--- src/rtl/adcflt_pkg.sv ---
package adcflt_pkg;

    typedef enum logic {
        MODE_FILTER = 1'b0,
        MODE_BYPASS = 1'b1
    } mode_e;

endpackage

--- src/rtl/adcflt_run_tracker.sv ---
module adcflt_run_tracker #(
    parameter int KEY_W   = 6,
    parameter int RUN_LEN = 4,
    localparam int CNT_W  = $clog2(RUN_LEN + 1)
) (
    input  logic             clk,
    input  logic             rst,
    input  logic             vld_i,
    input  logic [KEY_W-1:0] key_i,
    output logic             hit_o,
    output logic             first_o
);

    localparam logic [CNT_W-1:0] CNT_MAX = CNT_W'(RUN_LEN);
    localparam logic [CNT_W-1:0] CNT_ONE = CNT_W'(1);

    typedef struct packed {
        logic [KEY_W-1:0] key;
        logic [CNT_W-1:0] cnt;
    } trk_t;

    trk_t s_d, s_q;
    logic match_d;
    logic [CNT_W-1:0] cnt_nxt_d;

    always_comb begin
        s_d       = s_q;
        hit_o     = 1'b0;
        first_o   = 1'b0;
        match_d   = (s_q.cnt != '0) && (key_i == s_q.key);
        cnt_nxt_d = s_q.cnt;
        if (vld_i) begin
            if (match_d) begin
                cnt_nxt_d = (s_q.cnt == CNT_MAX) ? CNT_MAX : s_q.cnt + CNT_ONE;
            end else begin
                cnt_nxt_d = CNT_ONE;
            end
            s_d.key = key_i;
            s_d.cnt = cnt_nxt_d;
            hit_o   = (cnt_nxt_d == CNT_MAX);
            first_o = hit_o && (s_q.cnt != CNT_MAX);
        end
    end

    always_ff @(posedge clk) begin
        if (rst) begin
            s_q <= '0;
        end else begin
            s_q <= s_d;
        end
    end

    // the run length never exceeds the qualifying length
    assert_cnt_bound_R6: assert property (@(posedge clk) disable iff (rst)
        s_q.cnt <= CNT_MAX);

    // a mismatching key restarts the run at one
    assert_restart_R5: assert property (@(posedge clk) disable iff (rst)
        (vld_i && s_q.cnt != '0 && key_i != s_q.key) |=> (s_q.cnt == CNT_ONE));

    // with no strobe the tracker state is frozen
    assert_idle_hold_R7: assert property (@(posedge clk) disable iff (rst)
        !vld_i |=> $stable(s_q));

endmodule

--- src/rtl/adcflt_status_reg.sv ---
module adcflt_status_reg
    import adcflt_pkg::*;
#(
    parameter int DW = 8
) (
    input  logic          clk,
    input  logic          rst,
    input  logic          vld_i,
    input  logic [DW-1:0] data_i,
    input  mode_e         mode_i,
    input  logic          hit_i,
    input  logic          first_i,
    output logic [DW-1:0] stat_o,
    output logic          upd_o
);

    typedef struct packed {
        logic [DW-1:0] stat;
        logic          upd;
    } st_t;

    st_t s_d, s_q;

    always_comb begin
        s_d     = s_q;
        s_d.upd = 1'b0;
        if (vld_i) begin
            if (mode_i == MODE_BYPASS) begin
                s_d.stat = data_i;
                s_d.upd  = 1'b1;
            end else if (hit_i) begin
                s_d.stat = data_i;
                s_d.upd  = first_i || (data_i != s_q.stat);
            end
        end
    end

    always_ff @(posedge clk) begin
        if (rst) begin
            s_q <= '0;
        end else begin
            s_q <= s_d;
        end
    end

    assign stat_o = s_q.stat;
    assign upd_o  = s_q.upd;

    // bypass loads each strobed value and pulses
    assert_bypass_load_R1: assert property (@(posedge clk) disable iff (rst)
        (vld_i && mode_i == MODE_BYPASS) |=> (s_q.stat == $past(data_i) && s_q.upd));

    // filtered strobe that does not complete a run leaves status alone
    assert_filter_hold_R2: assert property (@(posedge clk) disable iff (rst)
        (vld_i && mode_i == MODE_FILTER && !hit_i) |=> ($stable(s_q.stat) && !s_q.upd));

    // no strobe, no change and no pulse
    assert_idle_quiet_R7: assert property (@(posedge clk) disable iff (rst)
        !vld_i |=> ($stable(s_q.stat) && !s_q.upd));

    // run completion always pulses
    assert_first_pulse_R2: assert property (@(posedge clk) disable iff (rst)
        (vld_i && mode_i == MODE_FILTER && first_i) |=> s_q.upd);

endmodule

--- src/rtl/adc_stability_filter.sv ---
module adc_stability_filter
    import adcflt_pkg::*;
#(
    parameter int DW      = 8,
    parameter int KEY_W   = 6,
    parameter int RUN_LEN = 4
) (
    input  logic          clk,
    input  logic          rst,
    input  logic          res_valid,
    input  logic [DW-1:0] res_data,
    input  logic          filt_off,
    output logic [DW-1:0] status,
    output logic          status_upd
);

    logic hit_w;
    logic first_w;
    mode_e mode_w;

    assign mode_w = mode_e'(filt_off);

    adcflt_run_tracker #(
        .KEY_W   (KEY_W),
        .RUN_LEN (RUN_LEN)
    ) u_trk (
        .clk     (clk),
        .rst     (rst),
        .vld_i   (res_valid),
        .key_i   (res_data[DW-1 -: KEY_W]),
        .hit_o   (hit_w),
        .first_o (first_w)
    );

    adcflt_status_reg #(
        .DW (DW)
    ) u_stat (
        .clk     (clk),
        .rst     (rst),
        .vld_i   (res_valid),
        .data_i  (res_data),
        .mode_i  (mode_w),
        .hit_i   (hit_w),
        .first_i (first_w),
        .stat_o  (status),
        .upd_o   (status_upd)
    );

    // the status pulse only ever follows a strobe
    assert_pulse_cause_R7: assert property (@(posedge clk) disable iff (rst)
        status_upd |-> $past(res_valid));

    // after reset the outputs are cleared
    assert_reset_clear_R4: assert property (@(posedge clk)
        $past(rst) |-> (status == '0 && !status_upd));

endmodule

--- config.mk ---
export PLATFORM = sky130hd
export DESIGN_NAME = adc_stability_filter
export DESIGN_NICKNAME = d
export VERILOG_FILES = /design/src/rtl/adcflt_pkg.sv /design/src/rtl/adcflt_run_tracker.sv /design/src/rtl/adcflt_status_reg.sv /design/src/rtl/adc_stability_filter.sv
export SDC_FILE = /design/constraint.sdc
export NUM_CORES = 1
export LEC_CHECK = 0
export CELL_PAD_IN_SITES_DETAIL_PLACEMENT = 1
export CELL_PAD_IN_SITES_GLOBAL_PLACEMENT = 1
export CORE_AREA = 2 2 47 66
export CTS_CLUSTER_SIZE = 8
export DETAILED_ROUTE_END_ITERATION = 10
export DIE_AREA = 0 0 49 68
export PLACE_DENSITY_LB_ADDON = 0.1
export SETUP_SLACK_MARGIN = 0.15
export SYNTH_ARGS = -nofsm -noshare
export SYNTH_HDL_FRONTEND = slang
export SYNTH_HIERARCHICAL = 1
export SYNTH_SLANG_ARGS = --single-unit
--- constraint.sdc ---
create_clock -name clk -period 2.7 [get_ports clk]
set_clock_uncertainty 0.2 [all_clocks]
set_input_delay 0.81 -clock clk [delete_from_list [all_inputs] [get_ports clk]]
set_output_delay 0.81 -clock clk [all_outputs]
set_load 0.02 [all_outputs]
-- Yosys cells after proc, flatten, opt, wreduce, memory -nomap -nowiden
Cells that the tools add are included.
Widths: inputs -> output; s select.
- bits in registers: 18
- input bits: 12
- add/subtract/negate cells: 1
- eq/ne operators: 5
- multiplexer cells: 7
- bitwise gates (word level): 1
- reduce and logical (&&, ||, !) cells: 7
- operator list (operator ; count):
    $mux 9 ; 2
    $mux 3 ; 3
    $ne 8x8->1 ; 1
    $eq 3x3->1 const B ; 2
    $eq 6x6->1 ; 1
    $add 3x1->3 const B ; 1
    $ne 3x3->1 const B ; 1
    $reduce_bool 3->1 ; 1
    $logic_and 1x1->1 ; 2
    $mux 1 ; 2
    $reduce_and 2->1 ; 1
    $reduce_bool 2->1 ; 1
    $reduce_or 2->1 ; 1
    $logic_or 1x1->1 ; 1
    $not 1->1 ; 1

-- Depth between registers and ports, before layout
- word-level depth: 10
- mapped depth: 10

-- By module
Netlist, hierarchy kept.
- by module, submodules not included (module ; instances ; cells an instance ; area an instance (um^2) ; sequential area each (um^2)):
    adcflt_run_tracker ; 1 ; 58 ; 515.5 ; 180.2
    adcflt_status_reg ; 1 ; 40 ; 401.6 ; 180.2

-- Worst setup path before layout
No wires, ideal clock.
- kind: in2reg
- start point: input port res_data[4]
- end point: register u_stat.s_q, in the netlist u_stat/stat_o[0]
- setup time: 126 ps
- arrival: 1938 ps
- data required time: 2374 ps
- path slack: 436 ps
- stages: 7
- buffers on the path: 1
- cells stage by stage: xor2_1 nor4_2 and3_1 o21ai_1 buf_4 mux2i_1 nor2_1
- cells in the longest elaborated chain, start to end: 8
- ends and longest elaborated chain (element ; RTL line ; source):
    start, declared ; adc_stability_filter.sv:11 ; input logic [DW-1:0] res_data,
    $eq 6x6->1 ; adcflt_run_tracker.sv:30 ; match_d = (s_q.cnt != '0) && (key_i == s_q.key);
    $logic_and 1x1->1 ; adcflt_run_tracker.sv:30 ;
    $mux 3 ; adcflt_run_tracker.sv:33 ; if (match_d) begin
    $mux 3 ; adcflt_run_tracker.sv:32 ; if (vld_i) begin
    $eq 3x3->1 ; adcflt_run_tracker.sv:40 ; hit_o = (cnt_nxt_d == CNT_MAX);
    $mux 1 ; adcflt_run_tracker.sv:32 ;
    named net hit_w ; adc_stability_filter.sv:17 ; logic hit_w;
    $reduce_bool 2->1 (no line) ; -- ;
    $reduce_and 2->1 (no line) ; -- ;
    end signal, assigned ; adcflt_status_reg.sv:40 ; s_q <= '0;
    end signal, assigned ; adcflt_status_reg.sv:42 ; s_q <= s_d;
    end, declared ; adcflt_status_reg.sv:22 ; st_t s_d, s_q;
The timed path passes the listed nets, and every way through them passes these cells. The select of a mux whose other input is x is not followed.
A chain may end at the register's enable or synchronous reset.

-- Worst setup path in the final report
- start point: input port res_data[3]
- end point: register u_stat.s_q, in the netlist u_stat/stat_o[4]
Same word-level chain as after synthesis.

==> summary.md <==
| Metric | Value |
|---|---|
| Outcome | finished, final reports clean |
| Port Buffers | 20 |
| Placed Area | 1230 sq um |
| Die ar. | 3330 sq um |
| Met1 usage | 19.1% |
| Vias in the first global route | 864 |
| Slowest CP cell | dlygate4sd2_1 |
| Slew HR | 64.9% |
| Setup crit end kind | flop |
| Layout cell share with drive strength beyond 1 | 16.5% |
| Antenna diodes | 0 |
| Final hold vios | 0 |
| Maximum VDD drop | 355 uV |
| Residual DRC | 0 |
| Die Y-Extent | 68 microns |
| Setup TNS Final | 0 ns |
| Post-DP HPWL | around 1.8 mm |
| Post-synth top area cell | dfxtp_1 |
| Pin count of the biggest net entering global routing | 14 |
| Most frequent cells in the layout | dfxtp_1, nor2_1, mux2i_1 |
| Final worst path period share | roughly nine tenths |
| Final setup violation count | 0 |
| Seq. cell area | 362 sq um |
| Crit path arrival time | between 2 and 2.5 ns |
| Filler cells | 327 |
| Sequential area share after synthesis | 39.3% |
| First-pass GRT wire length | 4.19 mm |
| Tmin final | 2.40 ns |
| Grt ovf | 0 |
| # clock sinks | 18 |
| Syn Nets | about 110 |
| Final Slew Violations | 0 |
| GR Util All Layers | approximately 16% |
| Post-synth top area share | 39.3% |
| Worst skew pair latency | 0.25 ns |
| Crit path max fanout | 5 |
| Post-DR vias/cell | 4.91 |
| Initial antenna violation count | 0 |
| Critical Path Source | res_data[3] |
| WL per Instance | between 15 and 20 microns |
| Hold WS | 0.336 ns |
| Worst slew pin tran | 0.525 ns |
| Root buf cell | clkbuf_8 |
| Mapped Cells | 98 |
| Synth-to-layout area growth | 44.3% |
| CP Cell Sequence | dlygate4sd2_1, xnor2_2, o2111ai_2, nor4_2, and3_1, o21ai_4, buf_12, mux2i_1, nor2_1 |
| R2r endpoint | u_stat/stat_o[4] |
| Cell area after layout | 1320 sq um |
| Vias after detailed routing | 805 |
| RSZ-0062 raised after global routing | false |
| Leading post-synthesis cells by cell area | dfxtp_1, mux2i_1, xor2_1 |
| Startpoint types | primary input |
| FF+latch count, synth | 18 |
| Syn avg cell area | 9.36 sq um |
| Synthesized area | approximately 920 sq um |
| Max stage delay on crit path | between 0.2 and 0.3 ns |
| CTS max path bufs | 2 |
| Worst min path class | flop to flop |
| CTS Hold Bufs | 0 |
| Final WL | between 2 and 3 mm |
| Reg2reg start | u_trk/s_q[0] |
| IO Pins | 21 |
| Yosys cell types | 27 |
| Placed insts | 160 |
| Core area | 2790 sq um |
| Met2 Use GR | 30.5% |
| Syn. warnings | 6 |
| Most common cell after layout, fill and taps aside | dfxtp_1 |
| Fmax | 416 MHz |
| Initial Util | 32.9% |
| WS Path Type | primary input to flop |
| Max-cap violations | 0 |
| H-tree depth | 1 |
| Setup slack, reg-to-reg | about 0.37 ns |
| Multi-input gate area | about 550 sq um |
| Final net count | around 140 |
| Gr busiest metal | met2 |
| Detail Route Antenna Nets | 0 |
| Pwr dens | 455 nW/um^2 |
| Leakage power | 0.000614 uW |
| CP endpoint | u_stat/stat_o[4] |
| Worst EP required | 2.64 ns |
| Clock-pin slew on the worst setup and hold paths | 0.07 ns |
| Final std cells w/o fill | 164 |
| RePlAce Congestion | 0.693 |
| CTS buffer count | 3 |
| Worst r2r path cells | 10 |
| CTS tree | built |
| Iteration-0 DRC count of the detailed router | 10 |
| Met3 Resource Use GR | 2.18% |
| Hold path startpoint | u_trk/s_q[7] |
| Chip width | 49 microns |
| TritonRoute pass-1 iters | 4 |
| Num rows | 23 |
## final cells by class
type	count	share of cell area, %
Multi-Input combinational cell	71	41.4
Sequential cell	18	27.3
Timing Repair Buffer	31	23.5
Tap cell	37	3.50
Clock buffer	3	3.12
Inverter	4	1.13
## cell families (layout without fill, tap and decap cells)
logic type	count (synthesis)	in the layout	synth area share (%)
mux	15	15	16.4
xor+xnor	14	14	13.4
simple gates	29	29	15.7
flops	18	18	39.3
compound gates	11	11	8.19
buf+inv	9	38	4.37
fa+ha+maj	2	2	2.73
## per-layer routing
layer	share of wire [%]	routed length [microns]
met3	2.3	59
met1	41	1040
met4	1.7	42
met2	55	1380
met5	0	0
## registers in the layout (all words and copies together), names as in the netlist
signal,count
u_stat/upd_o,1
u_trk/s_q,9
u_stat/stat_o,8
## worst max-delay path: cells and delay by family
kind / cells / cell delay, ns
AND/OR/NAND/NOR: 3 / 0.53
buffers and inverters: 2 / 0.42
AO/OA/AOI/OAI: 2 / 0.25
multiplexers: 1 / 0.17
XOR/XNOR: 1 / 0.16
## where the power goes
group          leakage [uW]  internal [uW]  total [uW]  switching, uW
registers          0.000148            279         290           11.1
clock network     0.0000216           99.1         188           88.7
logic              0.000444           64.8         125           59.7
## stage by stage
step           setup slack, ns  power (uW)  utilization, %
2_1_floorplan            0.436         353               -
3_3_place_gp            -0.135         409            43.9
3_5_place_dp            -0.191         411            43.9
4_1_cts                  0.153         605            47.0
5_1_grt                  0.175         630            47.4
6_report                 0.297         602            47.4
## synthesized netlist by cell type
cell and instances:
a221oi_1 1, xor2_1 11, a211oi_1 1, inv_1 4, dfxtp_1 18, nand3b_1 1
nor4_2 1, ha_1 2, o21ai_1 1, o21a_1 1, and4_1 1, buf_4 1
nor3_1 5, o21ai_0 2, mux2i_1 15, nor2_1 16, nor4_1 1, a311oi_1 1
and3_1 2, xnor2_1 3, o2111ai_1 1, buf_1 2, buf_2 2, a21oi_1 2
a21o_2 1, nor3b_1 1, nand2_1 1
## worst min-delay path by stage
| stage | to | cells past startpoint |
|---|---|---|
| 6_report | u_trk/s_q[7] | 2 |
| 5_1_grt | u_trk/s_q[3] | 2 |
| 4_1_cts | u_trk/s_q[6] | 2 |
| 3_5_place_dp | u_trk/s_q[5] | 2 |
| 3_3_place_gp | u_trk/s_q[6] | 2 |
| 2_1_floorplan | u_trk/s_q[3] | 2 |
## timing repair
action                     4_1_cts  5_1_grt
buffers inserted                 0        0
gates resized for setup          8        5
setup endpoints to repair        9        8
gates cloned                     1        0
pin swaps                        3        4
Power figures use the tool's default switching activity.
